[config.mk]
export PLATFORM = sky130hd
export DESIGN_NAME = rxStatTally
export DESIGN_NICKNAME = d
export VERILOG_FILES = /design/src/rtl/rxstat_pkg.sv /design/src/rtl/rxstat_ctrl.sv /design/src/rtl/rxstat_dp.sv /design/src/rtl/rxStatTally.sv
export SDC_FILE = /design/constraint.sdc
export NUM_CORES = 1
export LEC_CHECK = 0
export CAP_MARGIN = 10
export CORE_MARGIN = 5
export CORE_UTILIZATION = 35
export CTS_BUF_LIST = sky130_fd_sc_hd__clkbuf_16
export DETAILED_ROUTE_END_ITERATION = 8
export PLACE_DENSITY = 0.68
export SLEW_MARGIN = 10
export SYNTH_ARGS = -nofsm -noshare
export SYNTH_HDL_FRONTEND = slang
export SYNTH_SLANG_ARGS = --single-unit
[constraint.sdc]
create_clock -name clk -period 4.56 [get_ports clk]
set_input_delay 1.14 -clock clk [delete_from_list [all_inputs] [get_ports clk]]
set_output_delay 1.14 -clock clk [all_outputs]
set_load 0.02 [all_outputs]
[src/rtl/rxstat_pkg.sv]
package rxstat_pkg;
  localparam int STAT_W        = 8;
  localparam int DRIB_W        = 3;
  localparam int DRIBBLE_LIMIT = 6;
  localparam int NUM_TALLY     = 3;
  localparam int CNT_W         = 8;

  localparam int BIT_INTACT = 0;
  localparam int BIT_CRC    = 1;
  localparam int BIT_ALIGN  = 2;
  localparam int BIT_OVR    = 3;
  localparam int BIT_MISS   = 4;
  localparam int BIT_MULTI  = 5;
  localparam int BIT_MON    = 6;
  localparam int BIT_DEFER  = 7;

  localparam int T_CRC   = 0;
  localparam int T_ALIGN = 1;
  localparam int T_MISS  = 2;

  typedef struct packed {
    logic                 clearStat;
    logic                 loadEnd;
    logic                 loadOvf;
    logic                 writeReq;
    logic                 crcErr;
    logic                 alignErr;
    logic                 missed;
    logic [NUM_TALLY-1:0] incTally;
  } ctrlStrobes_t;
endpackage

[src/rtl/rxstat_ctrl.sv]
module rxstat_ctrl
  import rxstat_pkg::*;
(
  input  logic              clk,
  input  logic              rstN,
  input  logic              frameStart,
  input  logic              frameEnd,
  input  logic              crcOk,
  input  logic [DRIB_W-1:0] dribbleBits,
  input  logic              fifoOvf,
  input  logic              noBuffer,
  input  logic              monitorMode,
  input  logic              saveErrored,
  output ctrlStrobes_t      strb
);
  logic inFrame;
  logic crcE, alignE, missE, goodE;

  assign crcE   = !crcOk;
  assign alignE = crcE && (int'(dribbleBits) >= DRIBBLE_LIMIT);
  assign missE  = noBuffer || monitorMode;
  assign goodE  = !crcE && !missE;

  always_comb begin
    strb = '0;
    if (frameStart) begin
      strb.clearStat = 1'b1;
    end else if (inFrame && fifoOvf) begin
      strb.loadOvf  = 1'b1;
      strb.writeReq = saveErrored;
    end else if (inFrame && frameEnd) begin
      strb.loadEnd  = 1'b1;
      strb.crcErr   = crcE;
      strb.alignErr = alignE;
      strb.missed   = missE;
      strb.writeReq = !missE && (goodE || saveErrored);
      strb.incTally[T_CRC]   = crcE && !alignE;
      strb.incTally[T_ALIGN] = alignE;
      strb.incTally[T_MISS]  = missE;
    end
  end

  always_ff @(posedge clk) begin
    if (!rstN)                               inFrame <= 1'b0;
    else if (frameStart)                     inFrame <= 1'b1;
    else if (inFrame && (fifoOvf || frameEnd)) inFrame <= 1'b0;
  end

  // an overflow closes the frame, so a later frame end finds it closed
  assert_abort_closes_R6: assert property (@(posedge clk) disable iff (!rstN)
    (inFrame && fifoOvf && !frameStart) |=> !inFrame);
  // with no frame open, neither closing strobe produces a load
  assert_idle_ignored_R13: assert property (@(posedge clk) disable iff (!rstN)
    (!inFrame && !frameStart) |-> !(strb.loadEnd || strb.loadOvf || strb.writeReq));
endmodule

[src/rtl/rxstat_dp.sv]
module rxstat_dp
  import rxstat_pkg::*;
(
  input  logic                                clk,
  input  logic                                rstN,
  input  ctrlStrobes_t                        strb,
  input  logic                                multiMatch,
  input  logic                                monitorMode,
  input  logic                                carrierSense,
  input  logic                                jabber,
  input  logic [NUM_TALLY-1:0]                rdTally,
  output logic [STAT_W-1:0]                   statusWord,
  output logic                                statusWrite,
  output logic [NUM_TALLY-1:0][CNT_W-1:0]     tallies
);
  localparam logic [CNT_W-1:0] CNT_MAX = '1;

  always_ff @(posedge clk) begin
    if (!rstN) begin
      statusWord  <= '0;
      statusWrite <= 1'b0;
    end else begin
      statusWrite           <= strb.writeReq;
      statusWord[BIT_MON]   <= monitorMode;
      statusWord[BIT_DEFER] <= carrierSense || jabber;
      if (strb.clearStat) begin
        statusWord[BIT_MULTI:BIT_INTACT] <= '0;
      end else if (strb.loadOvf) begin
        statusWord[BIT_OVR]    <= 1'b1;
        statusWord[BIT_INTACT] <= 1'b0;
      end else if (strb.loadEnd) begin
        statusWord[BIT_INTACT] <= !strb.crcErr && !strb.missed;
        statusWord[BIT_CRC]    <= strb.crcErr;
        statusWord[BIT_ALIGN]  <= strb.alignErr;
        statusWord[BIT_OVR]    <= 1'b0;
        statusWord[BIT_MISS]   <= strb.missed;
        statusWord[BIT_MULTI]  <= multiMatch;
      end
    end
  end

  for (genvar i = 0; i < NUM_TALLY; i++) begin : g_tally
    always_ff @(posedge clk) begin
      if (!rstN)                                 tallies[i] <= '0;
      else if (rdTally[i])                       tallies[i] <= strb.incTally[i] ? CNT_W'(1) : '0;
      else if (strb.incTally[i] && tallies[i] != CNT_MAX) tallies[i] <= tallies[i] + 1'b1;
    end

    assert_tally_saturate_R10: assert property (@(posedge clk) disable iff (!rstN)
      (tallies[i] == CNT_MAX && !rdTally[i]) |=> tallies[i] == CNT_MAX);
    assert_tally_clear_R11: assert property (@(posedge clk) disable iff (!rstN)
      rdTally[i] |=> tallies[i] <= CNT_W'(1));
  end

  assert_align_implies_crc_R3: assert property (@(posedge clk) disable iff (!rstN)
    statusWord[BIT_ALIGN] |-> statusWord[BIT_CRC]);
  assert_intact_exclusive_R4: assert property (@(posedge clk) disable iff (!rstN)
    statusWord[BIT_INTACT] |-> statusWord[BIT_MISS:BIT_CRC] == '0);
  assert_write_single_R7: assert property (@(posedge clk) disable iff (!rstN)
    statusWrite |=> !statusWrite);
  assert_monitor_bit_R8: assert property (@(posedge clk) disable iff (!rstN)
    1'b1 |=> statusWord[BIT_MON] == $past(monitorMode));
endmodule

[src/rtl/rxStatTally.sv]
module rxStatTally
  import rxstat_pkg::*;
(
  input  logic        clk,
  input  logic        rstN,
  input  logic        frameStart,
  input  logic        frameEnd,
  input  logic        crcOk,
  input  logic [2:0]  dribbleBits,
  input  logic        fifoOvf,
  input  logic        noBuffer,
  input  logic        multiMatch,
  input  logic        carrierSense,
  input  logic        jabber,
  input  logic        monitorMode,
  input  logic        saveErrored,
  input  logic [2:0]  rdTally,
  output logic [7:0]  statusWord,
  output logic        statusWrite,
  output logic [7:0]  crcTally,
  output logic [7:0]  alignTally,
  output logic [7:0]  missTally,
  output logic [2:0]  tallyMsb
);
  ctrlStrobes_t                         strb;
  logic [NUM_TALLY-1:0][CNT_W-1:0]      tallies;

  rxstat_ctrl u_ctrl (
    .clk(clk), .rstN(rstN), .frameStart(frameStart), .frameEnd(frameEnd),
    .crcOk(crcOk), .dribbleBits(dribbleBits), .fifoOvf(fifoOvf),
    .noBuffer(noBuffer), .monitorMode(monitorMode), .saveErrored(saveErrored),
    .strb(strb)
  );

  rxstat_dp u_dp (
    .clk(clk), .rstN(rstN), .strb(strb), .multiMatch(multiMatch),
    .monitorMode(monitorMode), .carrierSense(carrierSense), .jabber(jabber),
    .rdTally(rdTally), .statusWord(statusWord), .statusWrite(statusWrite),
    .tallies(tallies)
  );

  assign crcTally   = tallies[T_CRC];
  assign alignTally = tallies[T_ALIGN];
  assign missTally  = tallies[T_MISS];

  for (genvar i = 0; i < NUM_TALLY; i++) begin : g_msb
    assign tallyMsb[i] = tallies[i][CNT_W-1];
  end
endmodule

# After elaboration in Yosys (flattened, before gate mapping)
# Index checks and enable logic that the tools add are counted.
[classes] n_addsub=3 multipliers=0 n_div=0 order_cmp=1 eq_ne=3 shifts=0 mux=21 bitwise=2 n_reduce_logical=29
[ops] cell="8-bit two-way mux" n=6
[ops] cell="8-bit by 1-bit adder with 8-bit output (second input constant)" n=3
[ops] cell="8-bit != test (second input constant)" n=3
[ops] cell="1-bit logical AND" n=11
[ops] cell="1-bit two-way mux" n=11
[ops] cell="2-bit nonzero test" n=5
[ops] cell="9-bit two-way mux" n=1
[ops] cell="7-bit two-way mux" n=1
[ops] cell="6-bit two-way mux" n=1
[ops] cell="1-bit zero test" n=5
[ops] cell="1-bit logical OR" n=4
[ops] cell="4-bit two-way mux" n=1
[ops] cell="2-bit OR reduction" n=2
[ops] cell="3-bit greater-or-equal comparator (second input constant)" n=1
[ops] cell="3-bit OR reduction" n=1
[ops] cell="1-bit inverter" n=2
[ops] cell="2-bit AND reduction" n=1
[totals] register_bits=34 latchBits=0 ram_bits=0 mem_bits_ro=0 in_bits=18 out_inout_bits=36 word_cells=68 mem_count=0

# Logic depth before layout (Yosys ltp)
# Gate-level depths: netlist (run 1).
[depth] word_depth=12 ltp_mapped=5 depth_no_buf=5

# Hierarchy
# From an unflattened synthesis (run 1), not the netlist that was laid out.
[hier_totals] hier_cells=199 hier_area_um2=1766.7
[by_module_without_submodules] mod="rxstat_dp" n_inst=1 cells_each=179 area_per_inst_um2=1604.0 seq_area_each_um2=660.6
[by_module_without_submodules] mod="rxstat_ctrl" n_inst=1 cells_each=17 area_per_inst_um2=140.1 seq_area_each_um2=20.0
[by_module_without_submodules] mod="rxStatTally" n_inst=1 cells_each=3 area_per_inst_um2=22.5 seq_area_each_um2=0.0

# Worst setup path before layout (run 1)
# No wires, ideal clock.
[synth_timing] path_type="input -> register" startpoint="in fifoOvf" endpoint="reg u_dp.tallies[13] (netlist name)" setup_time_ns=0.070 arrival_ns=2.343 t_required_ns=4.490 setup_slack_ns=2.147 path_stages=5 path_buffers=1 path_cell_list="nand4bb_1 -> or2_1 -> buf_2 -> or4_1 -> a21oi_1"
[synth_between] elab_chain_len=5
[synth_rtl] element="start, declared" line="rxStatTally.sv:10" rtl="input logic fifoOvf,"
[synth_rtl] element="1-bit logical AND" line="rxstat_ctrl.sv:28" rtl="end else if (inFrame && fifoOvf) begin"
[synth_rtl] element="6-bit two-way mux" line="rxstat_ctrl.sv:28"
[synth_rtl] element="9-bit two-way mux" line="rxstat_ctrl.sv:26" rtl="if (frameStart) begin"
[synth_rtl] element="1-bit logical AND" line="rxstat_dp.sv:46" rtl="else if (strb.incTally[i] && tallies[i] != CNT_MAX) tallies[i] <= tallies[i] + 1'b1;"
[synth_rtl] element="2-bit nonzero test (no source line)"
[synth_rtl] element="end signal, assigned by index" line="rxstat_dp.sv:45" rtl="else if (rdTally[i]) tallies[i] <= strb.incTally[i] ? CNT_W'(1) : '0;"
[synth_rtl] element="end, declared" line="rxstat_dp.sv:14" rtl="output logic [NUM_TALLY-1:0][CNT_W-1:0] tallies"
# No other way between the ends.
# A chain may end at the register's enable or synchronous reset.

# Worst setup path in the final report (run 1)
[layout_timing] startpoint="in fifoOvf" endpoint="reg u_dp.tallies[11] (netlist name)"
# The elaborated chain is that of the path after synthesis.

==> reports/summary.txt, run 1 <==
==========================================================================================
Result of the run                                                             finished, final reports clean
Core Region                                                                    0.00466 mm²
Standard cell area after detailed placement                                    0.00221 mm²
Vertical die dimension                                                             79.0 µm
Hold path depth                                                                          2
Combined buffer and inverter count along the critical path                               1
Fraction of final layout cells with drive strength greater than 1                   0.0560
Global-route usage over all layers                                                   0.146
Root Buffer Master                                                               clkbuf_16
Number of cells produced by synthesis                                                  198
Number of buffers created by CTS                                                         5
Starting DRT DRC Count                                                                  80
Hold crit path type                                                                reg2reg
Fraction of the yosys area taken by sequential cells                                 0.408
Count of yosys warnings during synthesis                                                 0
Routed wire per std cell                                                           14.7 µm
Max-cap violation count                                                                  0
Worst Tran Pin Value                                                              0.549 ns
Clock edge transition at the registers on the reported setup and hold paths        0.05 ns
Power density cells                                                             279 mW/mm²
Port Buffer Count                                                                       52
Critical Path Sink Type                                                           register
Post-layout power                                                                 0.654 mW
Number of antenna-violating nets in the routed design                                    0
Max incr delay on CP                                                               0.59 ns
Via count                                                                             1700
Post-layout util                                                                     0.504
Avg Inst Size Synth                                                               8.42 µm²
H-tree depth                                                                             2
Number of enable flip-flop cells after synthesis                                         0
Start-to-end type of the worst setup path                                           in2reg
TritonCTS clock tree                                                                   yes
Setup TNS                                                                             0 ns
Number of cells on the worst reg-to-reg path                                             4
Ant diodes                                                                               0
Post-Synthesis Net Count                                                               219
Count of cells resized by post-cts repair                                                0
Arrival time at the worst endpoint                                                 3.43 ns
Die span in x                                                                      79.0 µm
Final worst-path cycle share                                                         0.709
Lkg Pwr                                                                           0.771 nW
Final global-route overflow total                                                        0
Predominant post-synthesis flop cell                                               dfxtp_1
Later-pin clock latency in the skew report                                         0.27 ns
Number of top-level pins                                                                54
Area added between synthesis and finish                                              40.7%
Hold Violations, Final                                                                   0
Clock buffer depth                                                                       2
Die Footprint                                                                  0.00625 mm²
Critical-path cell list                                                       clkdlybuf4s50_1 -> nand4bb_1 -> or2_1 -> or4_1 -> a21oi_1
Post-CTS Setup Bufs                                                                      0
Final critical-path required period                                                3.23 ns
Setup violators final                                                                    0
Drt drc                                                                                  0
Number of nets in the final layout                                                     271
Wire length of the first global-routing pass                                       7.33 mm
Syn Std Cell Area                                                              0.00167 mm²
Unrepaired setup endpoints after global routing                                      false
Max frequency                                                                    0.309 GHz
Total detailed-routing wirelength                                                  4.46 mm
Highest ir drop seen on vdd                                                       0.197 mV
Reg-to-Reg End                                                                u_dp.tallies[11]$_SDFFE_PN0P_
Number of rows in the core area                                                         25
Initial antenna violation count                                                          0
Register-to-register setup slack                                                   2.37 ns
Kind of cell adding the most delay to the critical path                       simple AND/OR/NAND/NOR gates
Worst Hold End                                                                u_dp.statusWord[2]$_SDFFE_PP0P_
Crit path max-delay cell type                                                    nand4bb_1
Flip-flop and latch count after synthesis                                               34
CTS Hold Bufs                                                                            0
CP Max Fanout                                                                           13
Fill cells                                                                             444
Clock tree skew after final layout                                              0.00318 ns
Yosys cell types                                                                        38
Critical path required time                                                        4.76 ns
Async set-or-reset flop fraction in the synthesized netlist                              0
GP Congestion                                                                        0.789
Fin. max-slew vios                                                                       0
Number of global-route vias before repair                                             1564
Length of the first detailed-routing pass in iterations                                  4
Area of all placed cells without fillers                                       0.00235 mm²
Placed wire-length estimate                                                        3.17 mm
Launching point of the worst reg2reg path                                     u_ctrl.inFrame$_SDFFE_PN0P_
Max-Slew Margin vs Limit                                                             0.633
CTS sink count                                                                          34
Element type at the critical path start                                       primary input
Initial Utilization                                                                  0.358
Worst min-delay path startpoint                                               u_dp.statusWord[2]$_SDFFE_PP0P_
Largest net degree at the start of global routing                                       17
Mean number of vias per cell                                                          5.59
==========================================================================================
==> layout make-up <==
type / count / area [µm²] / share of cell area
flip-flops and latches: 34 / 681 / 0.290
well taps: 54 / 67.6 / 0.0288
clock buffers: 5 / 125 / 0.0533
multi-input cells: 152 / 927 / 0.395
repair buffers: 52 / 520 / 0.222
inverters: 5 / 18.8 / 0.00800
clock inverters: 2 / 7.51 / 0.00320
==> worst max path at each step <==
stage	endpoint	from	slack [ns]	depth (start not counted)
after global placement	u_dp.tallies[12]$_SDFFE_PN0P_	fifoOvf	1.07	5
after CTS	u_dp.tallies[20]$_SDFFE_PN0P_	fifoOvf	1.36	5
after detailed placement	u_dp.tallies[20]$_SDFFE_PN0P_	fifoOvf	1.08	5
after global routing	u_dp.tallies[7]$_SDFFE_PN0P_	fifoOvf	1.18	5
final	u_dp.tallies[11]$_SDFFE_PN0P_	fifoOvf	1.33	5
after floorplan	u_dp.tallies[13]$_SDFFE_PN0P_	fifoOvf	2.15	5
==> synthesized netlist by cell type (all sizes together) (4+ instances only) <==
cell,number,area share
a21oi,24,0.072
buf,6,0.023
o31ai,7,0.032
nand3b,4,0.018
dfxtp,34,0.41
or4,8,0.036
or2,7,0.026
inv,5,0.011
nand2b,5,0.019
nand3,17,0.051
nand4,4,0.015
nand2,11,0.025
nor4,5,0.019
nor2b,4,0.015
nor2,19,0.043
==> layout by cell type (no fill, tap or decap), drive strengths merged, types with 2 or more instances in the layout <==
master / n
or4: 8
a211oi: 3
nor4: 5
nand3: 17
or2: 7
o21bai: 3
ha: 3
o311ai: 2
a311oi: 2
and2: 2
mux2i: 3
o21ai: 3
o41ai: 2
a31o: 3
nor2: 19
inv: 7
clkdlybuf4s50: 52
a211o: 2
a21oi: 24
dfxtp: 34
nand2b: 5
nand3b: 4
nand4: 4
clkbuf: 5
nand2: 11
nor2b: 4
o31ai: 7
nor3: 2
==> sequential cells by signal, indices dropped and copies added (netlist names) <==
signal / cells
u_dp.tallies: 24
u_ctrl.inFrame: 1
u_dp.statusWord: 8
u_dp.statusWrite: 1
==> routing by layer <==
layer	global-route usage	part of all wire	vias to the layer above
met5	0	0	-
met4	0.0498	0.011	0
met3	0.0488	0.060	5
met2	0.226	0.45	38
met1	0.190	0.48	809
li1	-	-	848
==> where the power goes <==
part / internal, mW / total [mW] / switching [mW]
Sequential: 0.300 / 0.302 / 0.00185
Clock: 0.195 / 0.310 / 0.115
Combinational: 0.0218 / 0.0421 / 0.0202
==> kinds of logic (layout without fill, tap and decap cells) <==
group | count (synthesis) | after routing | share of synthesized area
AND/OR/NAND/NOR | 90 | 90 | 0.290
adder cells (fa/ha/maj) | 3 | 3 | 0.0225
buffers and inverters | 12 | 64 | 0.0360
multiplexers | 4 | 4 | 0.0248
flip-flops | 34 | 34 | 0.408
AO/OA/AOI/OAI | 55 | 55 | 0.218
==> tightest hold or removal path, delay by kind of cell, from the launching register on <==
| family | cells | cell delay, ns |
|---|---|---|
| simple gates | 1 | 0.05 |
| compound gates | 1 | 0.05 |
| flops | 1 | 0.30 |
==> per-stage QoR <==
stage	setup slack (ns)	hold WS [ns]	instances
detailed placement	1.08	0.451	297
global route	1.18	0.487	304
finish	1.33	0.456	304
CTS	1.36	0.458	304
floorplan	2.15	0.479	198
global placement	1.07	0.442	297
Note: power is estimated with default switching activity, not from simulation.
==> inputs of run 2 (changes only) <==
==> constraint.sdc (replaced) <==
create_clock -name clk -period 3.3 [get_ports clk]
set_input_delay 0.825 -clock clk [delete_from_list [all_inputs] [get_ports clk]]
set_output_delay 0.825 -clock clk [all_outputs]
set_load 0.02 [all_outputs]
==> run 2 against run 1 <==
Largest cell class unchanged. Clock power up 41%. Cell area grew 0.85%. Combinational power increased by 39%. Global-route usage is 0.55 points lower. Critical path depth up 1. Largest power group unchanged. Sequential share of layout area decreased by 0.25 points. Flip-flop and latch count stayed put. Clock-buffer cell count is the same. Hold slack better by 0.011 ns.
==> reports/summary.txt, run 2 (same netlist as run 1, synthesis figures left out) <==
==========================================================================================
Count of cells resized by post-cts repair                                                0   unchanged
Initial antenna violation count                                                          0   unchanged
TritonCTS clock tree                                                                   yes
GP Congestion                                                                        0.774   -2.0%
Result of the run                                                             finished, final reports clean
Clock buffer depth                                                                       2   unchanged
Setup TNS                                                                             0 ns   unchanged
Root Buffer Master                                                               clkbuf_16
Largest register FFs                                                                    24   unchanged
Global-route usage over all layers                                                   0.141   -0.00549
CTS sink count                                                                          34   unchanged
Hold crit path type                                                                reg2reg
Final critical-path required period                                                2.60 ns
Number of global-route vias before repair                                             1529   -2.2%
Final instance count without filler cells                                              307   +0.99%
H-tree depth                                                                             2   unchanged
Drt drc                                                                                  0   unchanged
Power density cells                                                             385 mW/mm²   +38%
Vertical die dimension                                                             79.0 µm   unchanged
Clock tree skew after final layout                                              0.00529 ns   +0.00211 ns
Most common library cell in the layout ignoring fill and taps                 clkdlybuf4s50_1
Element type at the critical path start                                       primary input
Min setup slack post-route                                                        0.696 ns   -0.631 ns
Max frequency                                                                    0.384 GHz
Setup violators final                                                                    0   unchanged
GRT Max-Usage Layer                                                                   met2
Length of the first detailed-routing pass in iterations                                  4   unchanged
Die span in x                                                                      79.0 µm   unchanged
Start-to-end type of the worst setup path                                           in2reg
CTS Hold Bufs                                                                            0   unchanged
Mean number of vias per cell                                                          5.43   -2.8%
Max-cap violation count                                                                  0   unchanged
Routed wire per std cell                                                           13.8 µm   -5.6%
Number of buffers created by CTS                                                         5   unchanged
Fin. max-slew vios                                                                       0   unchanged
Largest net degree at the start of global routing                                       14   -3
Hold Violations, Final                                                                   0   unchanged
Leading registers by flop count                                               u_dp.tallies: 24 flops, u_dp.statusWord: 8 flops
Critical Path Sink Type                                                           register
Core Region                                                                    0.00466 mm²   unchanged
Final global-route overflow total                                                        0   unchanged
Starting DRT DRC Count                                                                 157   +96%
Total detailed-routing wirelength                                                  4.25 mm   -4.6%
Wire length of the first global-routing pass                                       7.05 mm   -3.8%
Die Footprint                                                                  0.00625 mm²   unchanged
Post-CTS Setup Bufs                                                                      0   unchanged
Ant diodes                                                                               0   unchanged
Via count                                                                             1668   -1.9%
Largest register by flop count                                                u_dp.tallies
Placed Cells incl. Taps                                                                299   +0.67%
CP Max Fanout                                                                           13   unchanged
Later-pin clock latency in the skew report                                         0.27 ns   about the same
Worst Tran Pin Value                                                              0.503 ns   -0.0459 ns
Highest ir drop seen on vdd                                                       0.190 mV   -3.6%
Hold path depth                                                                          2   unchanged
Critical path required time                                                        3.50 ns   -1.26 ns
Fraction of final layout cells with drive strength greater than 1                   0.0672   +0.0112
Grt met2 use                                                                         0.210   -0.0152
Arrival time at the worst endpoint                                                 2.80 ns   -0.63 ns
Number of cells on the worst reg-to-reg path                                             5   +1
Met3 Resource Use GR                                                                0.0442   -0.00454
Max-Slew Margin vs Limit                                                             0.664   +0.0305
Area added between synthesis and finish                                              41.9%
Number of nets in the final layout                                                     273   +0.74%
Number of top-level pins                                                                54   unchanged
GR met1 Demand/Resource                                                              0.188   -0.00280
Final worst-path cycle share                                                         0.789
Number of rows in the core area                                                         25   unchanged
Lkg Pwr                                                                           0.780 nW   +1.2%
Initial Utilization                                                                  0.358   unchanged
Clock edge transition at the registers on the reported setup and hold paths        0.06 ns   about the same
Number of antenna-violating nets in the routed design                                    0   unchanged
Leading cell types in the layout, fill and taps excluded                      clkdlybuf4s50_1 (52), dfxtp_1 (34), a21oi_1 (24)
Setup WS pre-CTS                                                                  0.418 ns   -0.665 ns
Unrepaired setup endpoints after global routing                                      false
Placed wire-length estimate                                                        3.13 mm   -1.3%
Port Buffer Count                                                                       52   unchanged
==========================================================================================
run 2: changes by cell type in the layout (fill, tap and decap cells not counted):
| cell | change |
|---|---|
| buf_4 | +2 |
| clkinv_1 | +1 |
| clkinv_2 | +1 |
| inv_1 | -1 |
run 2: routing by layer:
| metal | wire, µm | vias up |
|---|---|---|
| met4 | 55 | 0 |
| met2 | 1880 | 37 |
| met5 | 0 | - |
| met3 | 241 | 6 |
| met1 | 2070 | 771 |
| li1 | - | 854 |
run 2: critical path: stages:
cell and delay (ns):
clkdlybuf4s50_1 0.51, nand4bb_1 0.23, buf_4 0.19, a211o_1 0.37, or4_1 0.50, a21oi_1 0.16
run 2: through the flow:
stage               power [mW]  utilization  hold WS (ns)  instance area, µm²
floorplan                0.448            -         0.479                1670
global placement         0.484        0.478         0.442                2230
detailed placement       0.484        0.478         0.456                2230
CTS                      0.923        0.508         0.467                2370
global route             0.949        0.508         0.501                2370
finish                   0.912        0.508         0.467                2370
run 2: area by class of cell:
class | count | area, µm²
fillers | 453 | 2290
repair buffers | 54 | 536
clock inverters | 3 | 12.5
clock buffers | 5 | 125
well taps | 54 | 67.6
inverters | 5 | 18.8
flip-flops and latches | 34 | 681
multi-input cells | 152 | 927
run 2: where the power goes:
group,internal (mW),switching (mW),leakage (nW)
sequential,0.414,0.00243,0.275
clock,0.272,0.164,0.0724
combinational,0.0312,0.0274,0.433
run 2: final timing paths:
check | from | end | slack [ns]
max | fifoOvf | u_dp.tallies[3]$_SDFFE_PN0P_ | 0.70
min | u_dp.statusWord[4]$_SDFFE_PP0P_ | u_dp.statusWord[4]$_SDFFE_PP0P_ | 0.47
max reg2reg | u_ctrl.inFrame$_SDFFE_PN0P_ | u_dp.tallies[3]$_SDFFE_PN0P_ | 1.45
min reg2reg | u_dp.statusWord[4]$_SDFFE_PP0P_ | u_dp.statusWord[4]$_SDFFE_PP0P_ | 0.47
